**config.mk**
```make
export PLATFORM = sky130hd
export DESIGN_NAME = bitslice_alu
export DESIGN_NICKNAME = d
export VERILOG_FILES = /design/src/rtl/bitslice_alu.sv
export SDC_FILE = /design/constraint.sdc
export NUM_CORES = 1
export LEC_CHECK = 0
export ABC_AREA = 1
export CELL_PAD_IN_SITES_DETAIL_PLACEMENT = 1
export CELL_PAD_IN_SITES_GLOBAL_PLACEMENT = 1
export CORE_ASPECT_RATIO = 1.2
export CORE_MARGIN = 10
export CORE_UTILIZATION = 29
export DETAILED_ROUTE_END_ITERATION = 8
export PLACE_DENSITY_LB_ADDON = 0.1
export SYNTH_ARGS = -nofsm -noshare
export SYNTH_HDL_FRONTEND = slang
export SYNTH_SLANG_ARGS = --single-unit
```
**constraint.sdc**
```tcl
create_clock -name vclk -period 53.2
set_input_delay 10.64 -clock vclk [all_inputs]
set_output_delay 10.64 -clock vclk [all_outputs]
set_load 0.01 [all_outputs]
```
**src/rtl/bitslice_alu.sv**
```systemverilog
module bitslice_alu #(
  parameter int WIDTH = 32
) (
  input  logic [WIDTH-1:0] a_in,
  input  logic [WIDTH-1:0] b_in,
  input  logic             b_flip,
  input  logic             carry_in,
  input  logic [1:0]       op_sel,
  output logic [WIDTH-1:0] result,
  output logic             carry_out,
  output logic             ovf
);
  logic set_bit;

  for (genvar i = 0; i < WIDTH; i++) begin : slice
    logic ci, bx, sm, co, less;
    if (i == 0) begin : g_lsb
      assign ci   = carry_in;
      assign less = set_bit;
    end else begin : g_up
      assign ci   = slice[i-1].co;
      assign less = 1'b0;
    end
    assign bx = b_in[i] ^ b_flip;
    assign sm = a_in[i] ^ bx ^ ci;
    assign co = (a_in[i] & bx) | (a_in[i] & ci) | (bx & ci);
    assign result[i] = op_sel[1] ? (op_sel[0] ? less : sm)
                                 : (op_sel[0] ? (a_in[i] | b_in[i]) : (a_in[i] & b_in[i]));
  end

  assign carry_out = slice[WIDTH-1].co;
  assign ovf       = slice[WIDTH-1].co ^ slice[WIDTH-1].ci;
  assign set_bit   = slice[WIDTH-1].sm ^ ovf;

  logic [WIDTH-1:0] b_eff;
  logic [WIDTH:0]   wide_sum;
  assign b_eff    = b_in ^ {WIDTH{b_flip}};
  assign wide_sum = {1'b0, a_in} + {1'b0, b_eff} + {{WIDTH{1'b0}}, carry_in};

  always_comb begin
    if (op_sel == 2'b00) begin

      and_res_chk: assert (result == (a_in & b_in)) else $error("and mismatch");
    end
    if (op_sel == 2'b01) begin

      or_res_chk: assert (result == (a_in | b_in)) else $error("or mismatch");
    end
    if (op_sel == 2'b10) begin

      sum_res_chk: assert ({carry_out, result} == wide_sum) else $error("sum mismatch");
    end

    carry_any_op_chk: assert (carry_out == wide_sum[WIDTH]) else $error("carry mismatch");

    ovf_sign_chk: assert (ovf == ((a_in[WIDTH-1] == b_eff[WIDTH-1]) &&
                                  (wide_sum[WIDTH-1] != a_in[WIDTH-1]))) else $error("ovf mismatch");
    if (op_sel == 2'b11 && b_flip && carry_in) begin

      slt_res_chk: assert (result[0] == ($signed(a_in) < $signed(b_in))) else $error("slt mismatch");
    end
    if (op_sel == 2'b11) begin

      slt_upper_chk: assert (result[WIDTH-1:1] == '0) else $error("slt upper bits set");
    end
  end
endmodule

```
==> metrics.log <==
INFO  metric fmax = between 20 and 30 MHz
INFO  metric final-seq-area = 0 um2
INFO  metric antenna_cells_inserted = 0
INFO  metric rsz_0062_raised_after_global_routing = false
INFO  metric die_h = around 110 um
INFO  metric numPlacedInstances = 493
INFO  metric fraction_of_layout_cells_with_a_size_suffix_above_1 = 0.0147
INFO  metric place_hpwl = between 5000 and 6000 um
INFO  metric synth.top_cell.area_share = 0.343
INFO  metric first_pass_grt_wire_length = 11400 um
INFO  metric synth.distinct_cells = 11
INFO  metric yosys.cell_count.top_type = sky130_fd_sc_hd__nand2_1
INFO  metric synth.area.top_cells = sky130_fd_sc_hd__fa_1 (34%), sky130_fd_sc_hd__nand2_1 (31%), sky130_fd_sc_hd__xor2_1 (14%)
INFO  metric worstSetupEndpointType = output port
INFO  metric worst-endpoint-required = 42.56 ns
INFO  metric final_max_slew_viol_count = 0
INFO  metric timing.max_slew.rel_slack = 0.595
INFO  metric layout_worst_path_cycle_share = 0.685
INFO  metric via_count = between 2000 and 2500
INFO  metric postCtsHoldBufs = 0
INFO  metric syn_inst = 317
INFO  metric postLayoutCellArea = between 0.002 and 0.003 mm2
INFO  metric worst_path_most_repeated_cell = sky130_fd_sc_hd__fa_1
INFO  metric vias_per_cell = about 4.4
INFO  metric maxCapViolCount = 0
INFO  metric post_layout_nonfiller_instances = around 490
INFO  metric slowest_stage = sky130_fd_sc_hd__clkdlybuf4s50_1
INFO  metric gpl.final_weighted_congestion = approximately 0.78
INFO  metric nClkBuffers = 0
INFO  metric critical_path_class = input port to output port
INFO  metric synth.largest_area_cell = sky130_fd_sc_hd__fa_1
INFO  metric grt_start_max_net_pins = 36
INFO  metric global_route.overflow_total = 0
INFO  metric totalPowerFinal = 0.0359 mW
INFO  metric buffer_ports.inserted = just over 100
INFO  metric num_rows = 32
INFO  metric post_cts.resized_instances = 0
INFO  metric drt_iter0_drc = 26
INFO  metric antenna_violating_nets_post_route = 0
INFO  metric seq_cell_count = 0
INFO  metric design.final.nets = 511
INFO  metric power.ir.vdd_worst = between 0.005 and 0.006 mV
INFO  metric synthesis.yosys.warnings = 0
INFO  metric crit_path_start_kind = input port
INFO  metric mappedNetlistNets = ~420
INFO  metric totalNegativeSetupSlack = 0 ns
INFO  metric boundaryPins = around 100
INFO  metric power_per_cell_area = between 10 and 15 mW/mm2
INFO  metric cp_data_arrival_time = between 20 and 30 ns
INFO  metric first_global_vias = roughly 2500
INFO  metric postSynthAreaPerCell = 6.08 um2
INFO  metric worst-slew-pin-transition = 0.606 ns
INFO  metric global_route.usage.total = 0.130
INFO  metric finalSetupViolations = 0
INFO  metric route.detailed.drc = 0
INFO  metric hold_removal_path_class = input port to output port
INFO  metric placeableCoreArea = around 0.0064 mm2
INFO  metric post-cts-setup-buffers = 0
INFO  metric outcome = finished, final reports clean
INFO  metric start_util = 0.299
INFO  metric syn_to_final_growth = 55.0%
INFO  metric final_period_minus_worst_setup_slack = between 30 and 40 ns
INFO  metric detailedRoute.firstPassIterationCount = 3
INFO  metric finalHoldViolCount = 0
INFO  metric synth.top_cells.by_count = sky130_fd_sc_hd__nand2_1 (161), sky130_fd_sc_hd__nor2_1 (65), sky130_fd_sc_hd__fa_1 (33), sky130_fd_sc_hd__xor2_1 (31)
INFO  metric detail_route.wl_per_cell = roughly 14 um
INFO  metric total_leakage_power = about 1.4 nW
INFO  metric die_area = 0.0103 mm2
INFO  metric die_x = ~94 um
INFO  metric finalWirelength = between 6000 and 7000 um
INFO  metric post_synth_instance_area = slightly below 0.002 mm2
INFO  metric critical_path.max_stage_delay = between 0.5 and 0.6 ns
INFO  metric synth-seq-area-share = 0
INFO  metric placedInstanceArea = approximately 0.003 mm2
INFO  metric antenna_found_initial = 0
INFO  metric cp_max_fanout = 32
cell type report:
cell class / instances / area, um2
inverter: 9 / 33.8
tap: 85 / 106
timing repair buffer: 105 / 1040
multi-input combinational: 294 / 1810
fill: 839 / 3460
worst max-delay path, delay by kind of cell:
kind	cells	cell delay, ns
xor+xnor	1	0.15
buf+inv	5	1.19
fa+ha+maj	32	13.66
simple gates	2	0.15
per-layer routing:
| metal | part of all wire | global-route usage |
|---|---|---|
| met3 | 0.073 | 0.0280 |
| met2 | 0.55 | 0.266 |
| met5 | 0 | 0 |
| met4 | 0.0020 | 0.00326 |
| met1 | 0.37 | 0.137 |
path summary, 6_finish.rpt:
check	startpoint	slack, ns	cells past startpoint	endpoint
setup / recovery	b_flip	16.77	40	result[31]
hold / removal	b_in[20]	22.42	6	result[20]
logic make-up after synthesis:
| family | count (synthesis) | synth area share |
|---|---|---|
| simple gates | 228 | 0.446 |
| fa+ha+maj | 33 | 0.343 |
| xor+xnor | 33 | 0.150 |
| buf+inv | 23 | 0.0616 |
where the power goes:
part	switching [mW]	internal, mW	leakage, nW
registers	0	0	0
logic	0.0172	0.0187	1.40
clock network	0	0	0
total	0.0172	0.0187	1.40
through the flow:
stage,setup slack (ns),hold WS (ns),utilization
finish,16.77,22.42,0.464
global route,16.08,22.48,0.464
CTS,16.57,22.44,0.464
detailed placement,16.61,22.44,0.464
global placement,16.82,22.42,0.464
floorplan,17.84,21.42,-
cell usage in the layout, fill, tap and decap left out:
cell and n:
sky130_fd_sc_hd__buf_2 1, sky130_fd_sc_hd__buf_4 3, sky130_fd_sc_hd__clkdlybuf4s50_1 101, sky130_fd_sc_hd__fa_1 33, sky130_fd_sc_hd__inv_1 8, sky130_fd_sc_hd__inv_2 1, sky130_fd_sc_hd__nand2_1 161, sky130_fd_sc_hd__nand3_1 1
sky130_fd_sc_hd__nor2_1 65, sky130_fd_sc_hd__nor2_2 1, sky130_fd_sc_hd__xnor2_1 2, sky130_fd_sc_hd__xor2_1 31
Power figures use the tool's default switching activity.
